$ cat src/rtl/canfr_pkg.sv
package canfr_pkg;
    localparam int BASE_ID_W = 11;
    localparam int EXT_ID_W  = 18;
    localparam int ID_W      = BASE_ID_W + EXT_ID_W;
    localparam int DLC_W     = 4;
    localparam int MAX_BYTES = 8;
    localparam int DATA_W    = MAX_BYTES * 8;
    localparam int CRC_W     = 15;
    localparam logic [CRC_W-1:0] CRC_POLY = 15'h4599;
    localparam int STUFF_RUN = 5;
    localparam int EOF_LEN   = 7;
    localparam int CNT_W     = $clog2(DATA_W);

    typedef enum logic [3:0] {
        ST_IDLE,
        ST_BASE_ID,
        ST_BIT12,
        ST_IDE,
        ST_EXT_ID,
        ST_RTR_X,
        ST_R1,
        ST_R0,
        ST_DLC,
        ST_DATA,
        ST_CRC,
        ST_CRC_DEL,
        ST_ACK,
        ST_ACK_DEL,
        ST_EOF
    } rx_state_t;
endpackage

$ cat src/rtl/canfr_destuff.sv
module canfr_destuff #(
    parameter int RUN = 5
) (
    input  logic clk,
    input  logic rst_n,
    input  logic tick,
    input  logic restart,
    input  logic active,
    input  logic din,
    output logic drop,
    output logic serr
);
    localparam int RW = $clog2(RUN + 1);

    logic [RW-1:0] run_q;
    logic          last_q;

    // the sample after a full run is a stuff bit
    assign drop = active && (run_q == RW'(RUN));
    assign serr = drop && (din == last_q);

    always_ff @(posedge clk or negedge rst_n) begin
        if (!rst_n) begin
            run_q  <= '0;
            last_q <= 1'b1;
        end else if (tick) begin
            if (restart) begin
                run_q  <= RW'(1);
                last_q <= din;
            end else if (active) begin
                if (drop || (din != last_q)) begin
                    run_q  <= RW'(1);
                    last_q <= din;
                end else begin
                    run_q <= run_q + RW'(1);
                end
            end
        end
    end

    AST_RUN_CAP: assert property (@(posedge clk) disable iff (!rst_n) int'(run_q) <= RUN);
endmodule

$ cat src/rtl/canfr_crc.sv
module canfr_crc #(
    parameter int             W    = 15,
    parameter logic [W-1:0]   POLY = 15'h4599
) (
    input  logic         clk,
    input  logic         rst_n,
    input  logic         tick,
    input  logic         clear,
    input  logic         shift,
    input  logic         din,
    output logic [W-1:0] rem
);
    logic fb;
    assign fb = din ^ rem[W-1];

    always_ff @(posedge clk or negedge rst_n) begin
        if (!rst_n) begin
            rem <= '0;
        end else if (tick) begin
            if (clear) begin
                rem <= '0;
            end else if (shift) begin
                rem <= {rem[W-2:0], 1'b0} ^ (fb ? POLY : '0);
            end
        end
    end
endmodule

$ cat src/rtl/canfr_ctl.sv
module canfr_ctl
    import canfr_pkg::*;
(
    input  logic              clk,
    input  logic              rst_n,
    input  logic              tick,
    input  logic              din,
    input  logic              drop,
    input  logic              serr,
    input  logic              crc_zero,
    output logic              restart,
    output logic              stuff_on,
    output logic              crc_shift,
    output logic              tx_bit,
    output logic              frm_valid,
    output logic [ID_W-1:0]   frm_id,
    output logic              frm_ext,
    output logic              frm_rtr,
    output logic [DLC_W-1:0]  frm_dlc,
    output logic [DATA_W-1:0] frm_data,
    output logic              err_stuff,
    output logic              err_crc,
    output logic              err_form
);
    rx_state_t          state_q, state_d;
    logic [CNT_W-1:0]   cnt_q;
    logic [ID_W-1:0]    id_sr;
    logic               rtr_sr, ext_sr, crc_ok_q;
    logic [DLC_W-1:0]   dlc_sr, dlc_next, eff_len;
    logic [DATA_W-1:0]  data_sr;
    logic [CNT_W:0]     data_len;
    logic               take;

    assign take     = tick && !drop;
    assign dlc_next = {dlc_sr[DLC_W-2:0], din};
    assign eff_len  = (dlc_sr > DLC_W'(MAX_BYTES)) ? DLC_W'(MAX_BYTES) : dlc_sr;
    assign data_len = (CNT_W+1)'(eff_len) << 3;

    assign restart   = (state_q == ST_IDLE) && !din;
    assign stuff_on  = (state_q inside {ST_BASE_ID, ST_BIT12, ST_IDE, ST_EXT_ID, ST_RTR_X,
                                        ST_R1, ST_R0, ST_DLC, ST_DATA, ST_CRC, ST_CRC_DEL});
    assign crc_shift = !drop && (state_q inside {ST_BASE_ID, ST_BIT12, ST_IDE, ST_EXT_ID, ST_RTR_X,
                                                 ST_R1, ST_R0, ST_DLC, ST_DATA, ST_CRC});
    assign tx_bit    = !((state_q == ST_ACK) && crc_ok_q);

    // next state
    always_comb begin
        state_d = state_q;
        if (tick && serr) begin
            state_d = ST_IDLE;
        end else if (take) begin
            unique case (state_q)
                ST_IDLE:    if (!din) state_d = ST_BASE_ID;
                ST_BASE_ID: if (cnt_q == CNT_W'(BASE_ID_W-1)) state_d = ST_BIT12;
                ST_BIT12:   state_d = ST_IDE;
                ST_IDE:     state_d = din ? ST_EXT_ID : ST_R0;
                ST_EXT_ID:  if (cnt_q == CNT_W'(EXT_ID_W-1)) state_d = ST_RTR_X;
                ST_RTR_X:   state_d = ST_R1;
                ST_R1:      state_d = ST_R0;
                ST_R0:      state_d = ST_DLC;
                ST_DLC: begin
                    if (cnt_q == CNT_W'(DLC_W-1))
                        state_d = (rtr_sr || (dlc_next == '0)) ? ST_CRC : ST_DATA;
                end
                ST_DATA:    if ({1'b0, cnt_q} == data_len - 1'b1) state_d = ST_CRC;
                ST_CRC:     if (cnt_q == CNT_W'(CRC_W-1)) state_d = ST_CRC_DEL;
                ST_CRC_DEL: state_d = din ? ST_ACK : ST_IDLE;
                ST_ACK:     state_d = ST_ACK_DEL;
                ST_ACK_DEL: state_d = din ? ST_EOF : ST_IDLE;
                ST_EOF: begin
                    if (!din || (cnt_q == CNT_W'(EOF_LEN-1))) state_d = ST_IDLE;
                end
                default:    state_d = ST_IDLE;
            endcase
        end
    end

    // state register and bit counter
    always_ff @(posedge clk or negedge rst_n) begin
        if (!rst_n) begin
            state_q <= ST_IDLE;
            cnt_q   <= '0;
        end else if (tick && (take || serr)) begin
            state_q <= state_d;
            cnt_q   <= (state_d != state_q) ? '0 : cnt_q + 1'b1;
        end
    end

    // field capture and strobes
    always_ff @(posedge clk or negedge rst_n) begin
        if (!rst_n) begin
            id_sr     <= '0;
            rtr_sr    <= 1'b0;
            ext_sr    <= 1'b0;
            dlc_sr    <= '0;
            data_sr   <= '0;
            crc_ok_q  <= 1'b0;
            frm_valid <= 1'b0;
            frm_id    <= '0;
            frm_ext   <= 1'b0;
            frm_rtr   <= 1'b0;
            frm_dlc   <= '0;
            frm_data  <= '0;
            err_stuff <= 1'b0;
            err_crc   <= 1'b0;
            err_form  <= 1'b0;
        end else begin
            frm_valid <= 1'b0;
            err_stuff <= 1'b0;
            err_crc   <= 1'b0;
            err_form  <= 1'b0;
            if (tick && serr) begin
                err_stuff <= 1'b1;
            end else if (take) begin
                unique case (state_q)
                    ST_IDLE: begin
                        if (!din) begin
                            id_sr    <= '0;
                            rtr_sr   <= 1'b0;
                            ext_sr   <= 1'b0;
                            dlc_sr   <= '0;
                            data_sr  <= '0;
                            crc_ok_q <= 1'b0;
                        end
                    end
                    ST_BASE_ID, ST_EXT_ID: id_sr <= {id_sr[ID_W-2:0], din};
                    ST_BIT12, ST_RTR_X:    rtr_sr <= din;
                    ST_IDE:                ext_sr <= din;
                    ST_DLC:                dlc_sr <= dlc_next;
                    ST_DATA:               data_sr[{cnt_q[CNT_W-1:3], ~cnt_q[2:0]}] <= din;
                    ST_CRC_DEL: begin
                        if (!din) begin
                            err_form <= 1'b1;
                        end else begin
                            crc_ok_q <= crc_zero;
                            err_crc  <= !crc_zero;
                        end
                    end
                    ST_ACK_DEL: err_form <= !din;
                    ST_EOF: begin
                        if (!din) begin
                            err_form <= 1'b1;
                        end else if ((cnt_q == CNT_W'(EOF_LEN-1)) && crc_ok_q) begin
                            frm_valid <= 1'b1;
                            frm_id    <= id_sr;
                            frm_ext   <= ext_sr;
                            frm_rtr   <= rtr_sr;
                            frm_dlc   <= dlc_sr;
                            frm_data  <= data_sr;
                        end
                    end
                    default: ;
                endcase
            end
        end
    end

    AST_ONE_EVENT: assert property (@(posedge clk) disable iff (!rst_n) $onehot0({frm_valid, err_stuff, err_crc, err_form}));
    AST_EVENT_ON_TICK: assert property (@(posedge clk) disable iff (!rst_n) (frm_valid || err_stuff || err_crc || err_form) |-> $past(tick));
    AST_ERR_TO_IDLE: assert property (@(posedge clk) disable iff (!rst_n) (err_stuff || err_form) |-> (state_q == ST_IDLE));
    AST_NO_ACK_BAD_CRC: assert property (@(posedge clk) disable iff (!rst_n) err_crc |=> tx_bit);
    AST_TX_ON_TICK: assert property (@(posedge clk) disable iff (!rst_n) $fell(tx_bit) |-> $past(tick));
endmodule

$ cat src/rtl/canfr_receiver.sv
module canfr_receiver
    import canfr_pkg::*;
(
    input  logic              clk,
    input  logic              rst_n,
    input  logic              bit_en,
    input  logic              rx_bit,
    output logic              tx_bit,
    output logic              frm_valid,
    output logic [ID_W-1:0]   frm_id,
    output logic              frm_ext,
    output logic              frm_rtr,
    output logic [DLC_W-1:0]  frm_dlc,
    output logic [DATA_W-1:0] frm_data,
    output logic              err_stuff,
    output logic              err_crc,
    output logic              err_form
);
    logic             drop, serr, restart, stuff_on, crc_shift;
    logic [CRC_W-1:0] crc_rem;

    canfr_destuff #(.RUN(STUFF_RUN)) u_destuff (
        .clk     (clk),
        .rst_n   (rst_n),
        .tick    (bit_en),
        .restart (restart),
        .active  (stuff_on),
        .din     (rx_bit),
        .drop    (drop),
        .serr    (serr)
    );

    canfr_crc #(.W(CRC_W), .POLY(CRC_POLY)) u_crc (
        .clk   (clk),
        .rst_n (rst_n),
        .tick  (bit_en),
        .clear (restart),
        .shift (crc_shift),
        .din   (rx_bit),
        .rem   (crc_rem)
    );

    canfr_ctl u_ctl (
        .clk       (clk),
        .rst_n     (rst_n),
        .tick      (bit_en),
        .din       (rx_bit),
        .drop      (drop),
        .serr      (serr),
        .crc_zero  (crc_rem == '0),
        .restart   (restart),
        .stuff_on  (stuff_on),
        .crc_shift (crc_shift),
        .tx_bit    (tx_bit),
        .frm_valid (frm_valid),
        .frm_id    (frm_id),
        .frm_ext   (frm_ext),
        .frm_rtr   (frm_rtr),
        .frm_dlc   (frm_dlc),
        .frm_data  (frm_data),
        .err_stuff (err_stuff),
        .err_crc   (err_crc),
        .err_form  (err_form)
    );
endmodule

$ cat config.mk
export PLATFORM = sky130hd
export DESIGN_NAME = canfr_receiver
export DESIGN_NICKNAME = d
export VERILOG_FILES = /design/src/rtl/canfr_pkg.sv /design/src/rtl/canfr_destuff.sv /design/src/rtl/canfr_crc.sv /design/src/rtl/canfr_ctl.sv /design/src/rtl/canfr_receiver.sv
export SDC_FILE = /design/constraint.sdc
export NUM_CORES = 1
export LEC_CHECK = 0
export ABC_AREA = 1
export CAP_MARGIN = 20
export CELL_PAD_IN_SITES_DETAIL_PLACEMENT = 0
export CELL_PAD_IN_SITES_GLOBAL_PLACEMENT = 1
export CORE_MARGIN = 1.5
export CORE_UTILIZATION = 46
export CTS_CLUSTER_DIAMETER = 40
export DETAILED_ROUTE_END_ITERATION = 12
export PLACE_DENSITY = 0.82
export SLEW_MARGIN = 0
export SYNTH_ARGS = -nofsm -noshare
export SYNTH_HDL_FRONTEND = slang
export SYNTH_HIERARCHICAL = 1
export SYNTH_SLANG_ARGS = --single-unit
export TNS_END_PERCENT = 10
$ cat constraint.sdc
create_clock -name clk -period 4.1 [get_ports clk]
set_input_delay 0.82 -clock clk [delete_from_list [all_inputs] [get_ports clk]]
set_output_delay 0.82 -clock clk [all_outputs]
set_load 0.005 [all_outputs]
## Yosys cells after proc, flatten, opt, wreduce, memory -nomap -nowiden

Index checks and enable logic that the tools add are counted.

- Word-level logic and storage cells: 154
- Register bits after elaboration: 232
- Input port bits: 4

- Magnitude comparators: 3
- Bitwise gates (word level): 4
- $add $sub $neg: 3
- Mux-type cells: 53
- Equal/unequal tests: 26
- Reduce and logical (&&, ||, !) cells: 45

Operator list:

| cell | count |
|---|---|
| 64-bit one-hot mux with 2 select lines | 1 |
| 64-bit bitwise mux | 1 |
| 64-bit 2-to-1 mux | 1 |
| 4-bit one-hot mux with 15 select lines | 1 |
| 29-bit one-hot mux with 2 select lines | 1 |
| 4-bit 2-to-1 mux | 13 |
| 15-bit 2-to-1 mux | 3 |
| 29-bit 2-to-1 mux | 1 |
| 4-bit == test (second input constant) | 7 |
| 4-bit AND reduction | 5 |
| 1-bit 2-to-1 mux | 19 |
| 2-bit nonzero test | 9 |
| 4-bit by 3-bit == test with 1-bit output (second input constant) | 4 |
| 15-bit logical NOT | 1 |
| 15-bit XOR | 1 |
| 6-bit by 4-bit == test with 1-bit output (second input constant) | 2 |
| 11-bit nonzero test | 1 |
| 1-bit logical AND | 10 |
| 5-bit AND reduction | 2 |
| 10-bit nonzero test | 1 |
| 3-bit 2-to-1 mux | 3 |
| 4-bit by 2-bit == test with 1-bit output (second input constant) | 2 |
| 4-bit logical NOT | 2 |
| 1-bit one-hot mux with 2 select lines | 4 |
| 28 further kinds | 39 |

## Depth between registers and ports, before layout

- Word-level depth: 10
- Mapped depth: 20

## By module

The synthesis kept the hierarchy.

By module, submodules not included:

| module | area an instance (µm²) | cells an instance | sequential area each (µm²) | times used |
|---|---|---|---|---|
| canfr_ctl | 9,580.4 | 1,123 | 5,330.1 | 1 |
| canfr_crc | 696.9 | 79 | 375.4 | 1 |
| canfr_destuff | 274.0 | 39 | 101.3 | 1 |
| canfr_receiver | 105.1 | 28 | 0.0 | 1 |

## Worst setup path before layout

OpenSTA, ideal clock, no wires.

- Path kind: register to register
- Start point: register u_ctl.state_q[3]
- End point: register u_crc.rem[10]
- Period minus slack after synthesis: 2.635 ns
- Arrival time: 2.570 ns
- Cell stages (with the launch flop): 12
- Library setup time: 0.065 ns
- Setup slack: 1.465 ns
- Cells stage by stage: dfrtp_1 > nor2_4 > nand2_4 > inv_1 > nor2_1 > nand3_1 > inv_1 > a2111oi_0 > nand3_4 > clkinv_4 > nand3_1 > nand2_1

- Word-level cells in the longest chain between the ends: 7

Ends and longest elaborated chain:

| item | line | RTL |
|---|---|---|
| start: declaration | canfr_ctl.sv:25 | `rx_state_t state_q, state_d;` |
| start signal: assignment | canfr_ctl.sv:84 | `state_q <= state_d;` |
| 4-bit by 1-bit == test with 1-bit output (tied with other cells) | canfr_ctl.sv:40 | `assign stuff_on = (state_q inside {ST_BASE_ID, ST_BIT12, ST_IDE, ST_EXT_ID, ST_RTR_X,` |
| 11-bit nonzero test * | canfr_ctl.sv:40 |  |
| net stuff_on | canfr_receiver.sv:19 | `logic drop, serr, restart, stuff_on, crc_shift;` |
| 1-bit logical AND * | canfr_destuff.sv:19 | `assign drop = active && (run_q == RW'(RUN));` |
| net drop | canfr_receiver.sv:19 |  |
| 1-bit logical NOT * | canfr_ctl.sv:42 | `assign crc_shift = !drop && (state_q inside {ST_BASE_ID, ST_BIT12, ST_IDE, ST_EXT_ID, ST_RTR_X,` |
| 1-bit logical AND * | canfr_ctl.sv:42 |  |
| net crc_shift | canfr_receiver.sv:19 |  |
| 2-bit nonzero test (no line) * | -- |  |
| 2-bit AND reduction (no line) * | -- |  |
| end signal: assignment | canfr_crc.sv:23 | `rem <= {rem[W-2:0], 1'b0} ^ (fb ? POLY : '0);` |
| end: declaration | canfr_crc.sv:11 | `output logic [W-1:0] rem` |

Mark *: on every way through the listed nets, which the timed path passes. The rest lies on a longest branch.
A chain may end at the register's enable or synchronous reset.

## Final worst setup path

- Start point: register u_ctl.state_q[3]
- End point: register u_ctl.frm_data[61]

- Word-level cells in the longest chain between the ends: 7

Ends and longest elaborated chain:

| item | line | RTL |
|---|---|---|
| 4-bit by 1-bit == test with 1-bit output (tied with other cells) | canfr_ctl.sv:40 |  |
| 11-bit nonzero test * | canfr_ctl.sv:40 |  |
| net stuff_on | canfr_receiver.sv:19 |  |
| 1-bit logical AND * | canfr_destuff.sv:19 |  |
| net drop | canfr_receiver.sv:19 |  |
| 1-bit logical AND | canfr_destuff.sv:20 | `assign serr = drop && (din == last_q);` |
| 1-bit logical AND | canfr_ctl.sv:112 | `if (tick && serr) begin` |
| 1-bit inverter (no line) | -- |  |
| 5-bit AND reduction (no line) * | -- |  |
| end signal: assignment | canfr_ctl.sv:149 | `frm_data <= data_sr;` |
| end: declaration | canfr_ctl.sv:20 | `output logic [DATA_W-1:0] frm_data,` |

Marked as above.

==> results.json <==
{
  "design_area_mm2": 0.0132,
  "tritoncts": "yes",
  "min_path_type": "input pin to async pin",
  "post_drt_wl_per_cell_um": 14.8,
  "synth_edf_count": 0,
  "max-slew-margin-rel_pct": 30.3,
  "timing.fmax_mhz": 319,
  "placed_area_mm2": 0.0120,
  "power.leakage_nw": 5.96,
  "totalWireLength_um": 25100,
  "fin_crit_sh_pct": 76.5,
  "clock-sinks": 232,
  "critPathTopFamily": "simple AND/OR/NAND/NOR gates",
  "nNetsFinal": 1388,
  "crit_buf_inv": 5,
  "fin_setup_tns_ns": 0,
  "cp_data_arrival_time_ns": 3.58,
  "global_route.usage.total_pct": 21.2,
  "final-hold-violation-count": 0,
  "flow.area_growth_from_synthesis_pct": 23.9,
  "ys_seq_elements": 232,
  "status": "finished, final reports clean",
  "synth_cell_type_count": 37,
  "initial_core_util_pct": 46.9,
  "die-width_um": 155,
  "fp.dieArea_mm2": 0.0241,
  "synth.net_count": 1279,
  "gp_routability_congestion": 0.840,
  "post_route_cells_drive_above_1_share_pct": 9.03,
  "synthDominantCellAreaShare_pct": 54.2,
  "placeable_area_mm2": 0.0227,
  "hpwlAfterDp_um": 16000,
  "netlist.top_cell.by_area": "sky130_fd_sc_hd__dfrtp_1",
  "grt_pass1_vias": 8195,
  "min_period_ns": 3.14,
  "firstDrtPassIters": 5,
  "worst_pin_slew_ns": 1.04,
  "worstPathRequired_ns": 4.55,
  "vdd_ir_drop_max_uv": 397,
  "crit_path_max_incr_delay_ns": 0.47,
  "maxSlewViolCount": 0,
  "setup_viol_count_final": 0,
  "antenna-diode-count": 0,
  "numCtsBuffers": 37,
  "dr.first_iter.drc_count": 575,
  "htree_num_levels": 2,
  "grt_first_pass_wirelength_um": 41400,
  "clock_tree.buffer_depth": 3,
  "max_cap_violations": 0,
  "crit_chain": "nor2_4 > nand2_4 > inv_1 > nor2_1 > nand3_1 > inv_1 > nor2_2 > nand2_2 > nor2_2 > inv_2 > nor3_2 > nand2_8 > buf_12 > clkinv_1 > nand2_1 > nand2_1",
  "postSynthCellCount": 1269,
  "antenna_found_initial": 0,
  "route.detailed.vias_per_inst": 5.08,
  "cell_internal_pwr_mw": 4.81,
  "synth.most_common_cell": "sky130_fd_sc_hd__nand2_1",
  "post_cts_hold_buffer_count": 0,
  "via_count": 8596,
  "seq_power_share_pct": 36.4,
  "p_per_area_mw_per_mm2": 551,
  "timing_worst_setup_path_type": "flop to flop",
  "globalRouteOverflowTotal": 0,
  "p_sw_mw": 2.47,
  "power_switching_share_pct": 33.9,
  "postSynth.topFlopCell": "sky130_fd_sc_hd__dfrtp_1",
  "drc_errors": 0,
  "clock_pin_slew_on_the_worst_setup_and_hold_paths_ns": 0.06,
  "finalClockSkew_ns": 0.0238,
  "detail-route-antenna-nets": 0,
  "cts-root-buf": "sky130_fd_sc_hd__clkbuf_16",
  "netlist_area_mm2": 0.0107,
  "kind_of_start_point_of_the_critical_path": "flop",
  "ranking_of_synthesized_cells_by_instance_count": "sky130_fd_sc_hd__nand2_1, sky130_fd_sc_hd__dfrtp_1, sky130_fd_sc_hd__inv_1",
  "die_height_um": 155,
  "synth-seq-area-share_pct": 54.5,
  "post-cts-setup-buffer-count": 0,
  "synth_top_cells_by_area": "sky130_fd_sc_hd__dfrtp_1, sky130_fd_sc_hd__nand2_1, sky130_fd_sc_hd__inv_1",
  "worst_skew_pair.late_latency_ns": 0.52,
  "cts_resized": 0,
  "share_clk_of_total_power_pct": 41.3,
  "grt_max_degree": 97,
  "worst_path_max_delay_cell": "sky130_fd_sc_hd__dfrtp_1",
  "pwr-share-comb_pct": 22.3,
  "async_set_reset_flop_share_out_of_synthesis_pct": 100,
  "crit_path_max_fanout": 75,
  "endpoint_kind": "flop",
  "placement_rows": 55,
  "num_io_pins": 108,
  "synthesis.area_per_instance_um2": 8.40,
  "rsz0062_at_grt": "false",
  "synthesis.yosys.warnings": 6,
  "portBuffers": 107
}
power by group through the flow:
stage	clock network, mW	registers, mW	logic (mW)
final	3.00	2.65	1.62
after global routing	3.17	2.68	1.85
after CTS	3.07	2.65	1.63
after detailed placement	0	2.69	1.61
after global placement	0	2.68	1.60
after floorplan	0	2.64	1.25
cells by family after synthesis:
group	synth area share [%]
compound gates	15.6
fa+ha+maj	0.704
buf+inv	10.9
xor+xnor	0.164
simple gates	18.1
flops	54.5
path summary, 6_finish.rpt:
kind / start / end / slack, ns / cells past startpoint
max: u_ctl/state_q[3] / u_ctl/frm_data[61] / 0.96 / 16
min: rst_n / u_crc/rem[4] / 0.25 / 1
max reg2reg: u_ctl/state_q[3] / u_ctl/frm_data[61] / 0.96 / 16
min reg2reg: u_destuff/last_q / u_destuff/last_q / 0.47 / 2
max in group asynchronous: rst_n / u_ctl/frm_data[63] / 2.72 / 2
min in group clk: u_destuff/last_q / u_destuff/last_q / 0.47 / 2
registers in the layout, indices dropped and copies added (netlist names), 3 cells and up:
| signal | count |
|---|---|
| u_ctl/id_sr | 29 |
| u_destuff/run_q | 3 |
| u_ctl/state_q | 4 |
| u_ctl/cnt_q | 6 |
| u_ctl/dlc_sr | 4 |
| u_crc/rem | 15 |
| u_ctl/frm_dlc | 4 |
| u_ctl/frm_data | 64 |
| u_ctl/data_sr | 64 |
| u_ctl/frm_id | 29 |
cell type report:
type | count | area [µm²]
Clock buffer | 44 | 992
Clock inverter | 23 | 229
Fill cell | 2082 | 9500
Inverter | 239 | 905
Multi-Input combinational cell | 749 | 3700
Sequential cell | 232 | 5810
Tap cell | 285 | 357
Timing Repair Buffer | 119 | 1220
cell usage in the layout, fill, tap and decap left out, types with 3 or more instances in the layout:
cell                              synthesis  final
sky130_fd_sc_hd__o31ai_1                  4      4
sky130_fd_sc_hd__o21ai_0                114    114
sky130_fd_sc_hd__clkinv_2                 0      3
sky130_fd_sc_hd__clkbuf_1                23      3
sky130_fd_sc_hd__nand3_1                 74     74
sky130_fd_sc_hd__nand2_1                234    233
sky130_fd_sc_hd__nand4_1                  3      3
sky130_fd_sc_hd__buf_12                   0      4
sky130_fd_sc_hd__buf_4                    0      8
sky130_fd_sc_hd__clkbuf_16                0     37
sky130_fd_sc_hd__dfrtp_1                231    231
sky130_fd_sc_hd__nor2_1                 106    106
sky130_fd_sc_hd__clkdlybuf4s50_1          0    106
sky130_fd_sc_hd__ha_1                     6      6
sky130_fd_sc_hd__o22ai_2                  8      8
sky130_fd_sc_hd__a32o_1                   4      4
sky130_fd_sc_hd__nand2_2                  7      7
sky130_fd_sc_hd__clkinv_1                 3      3
sky130_fd_sc_hd__inv_2                   11     11
sky130_fd_sc_hd__o22ai_1                 60     60
sky130_fd_sc_hd__a21oi_1                 67     67
sky130_fd_sc_hd__nor2_4                   5      5
sky130_fd_sc_hd__nor3_1                  11     11
sky130_fd_sc_hd__o21ai_1                 25     25
sky130_fd_sc_hd__inv_6                    0      6
sky130_fd_sc_hd__clkinv_4                 1      8
sky130_fd_sc_hd__inv_1                  223    223
sky130_fd_sc_hd__nor2_2                   5      5
sky130_fd_sc_hd__clkbuf_8                 0      4
worst reg2reg max path, delay by kind of cell, from the launching register on:
kind          cells  cell delay, ns
buf+inv           5            0.79
flops             1            0.47
simple gates     11            1.81
stage by stage:
step	power (mW)	setup slack, ns	hold slack (ns)	instances	util, %
2_1_floorplan	3.88	1.46	0.436	1269	-
3_3_place_gp	4.28	0.619	0.464	1624	52.8
3_5_place_dp	4.30	0.596	0.472	1624	52.8
4_1_cts	7.35	0.983	0.285	1691	58.2
5_1_grt	7.70	0.666	0.305	1691	58.2
6_report	7.27	0.965	0.252	1691	58.2
routing by layer:
metal / global-route usage [%] / wire (µm) / up-vias
met5: 0 / 0 / -
met1: 30.1 / 11900 / 4070
met4: 5.35 / 379 / 0
met3: 4.15 / 1270 / 33
met2: 33.7 / 11500 / 196
li1: - / - / 4297
(Power assumes the default switching activity.)
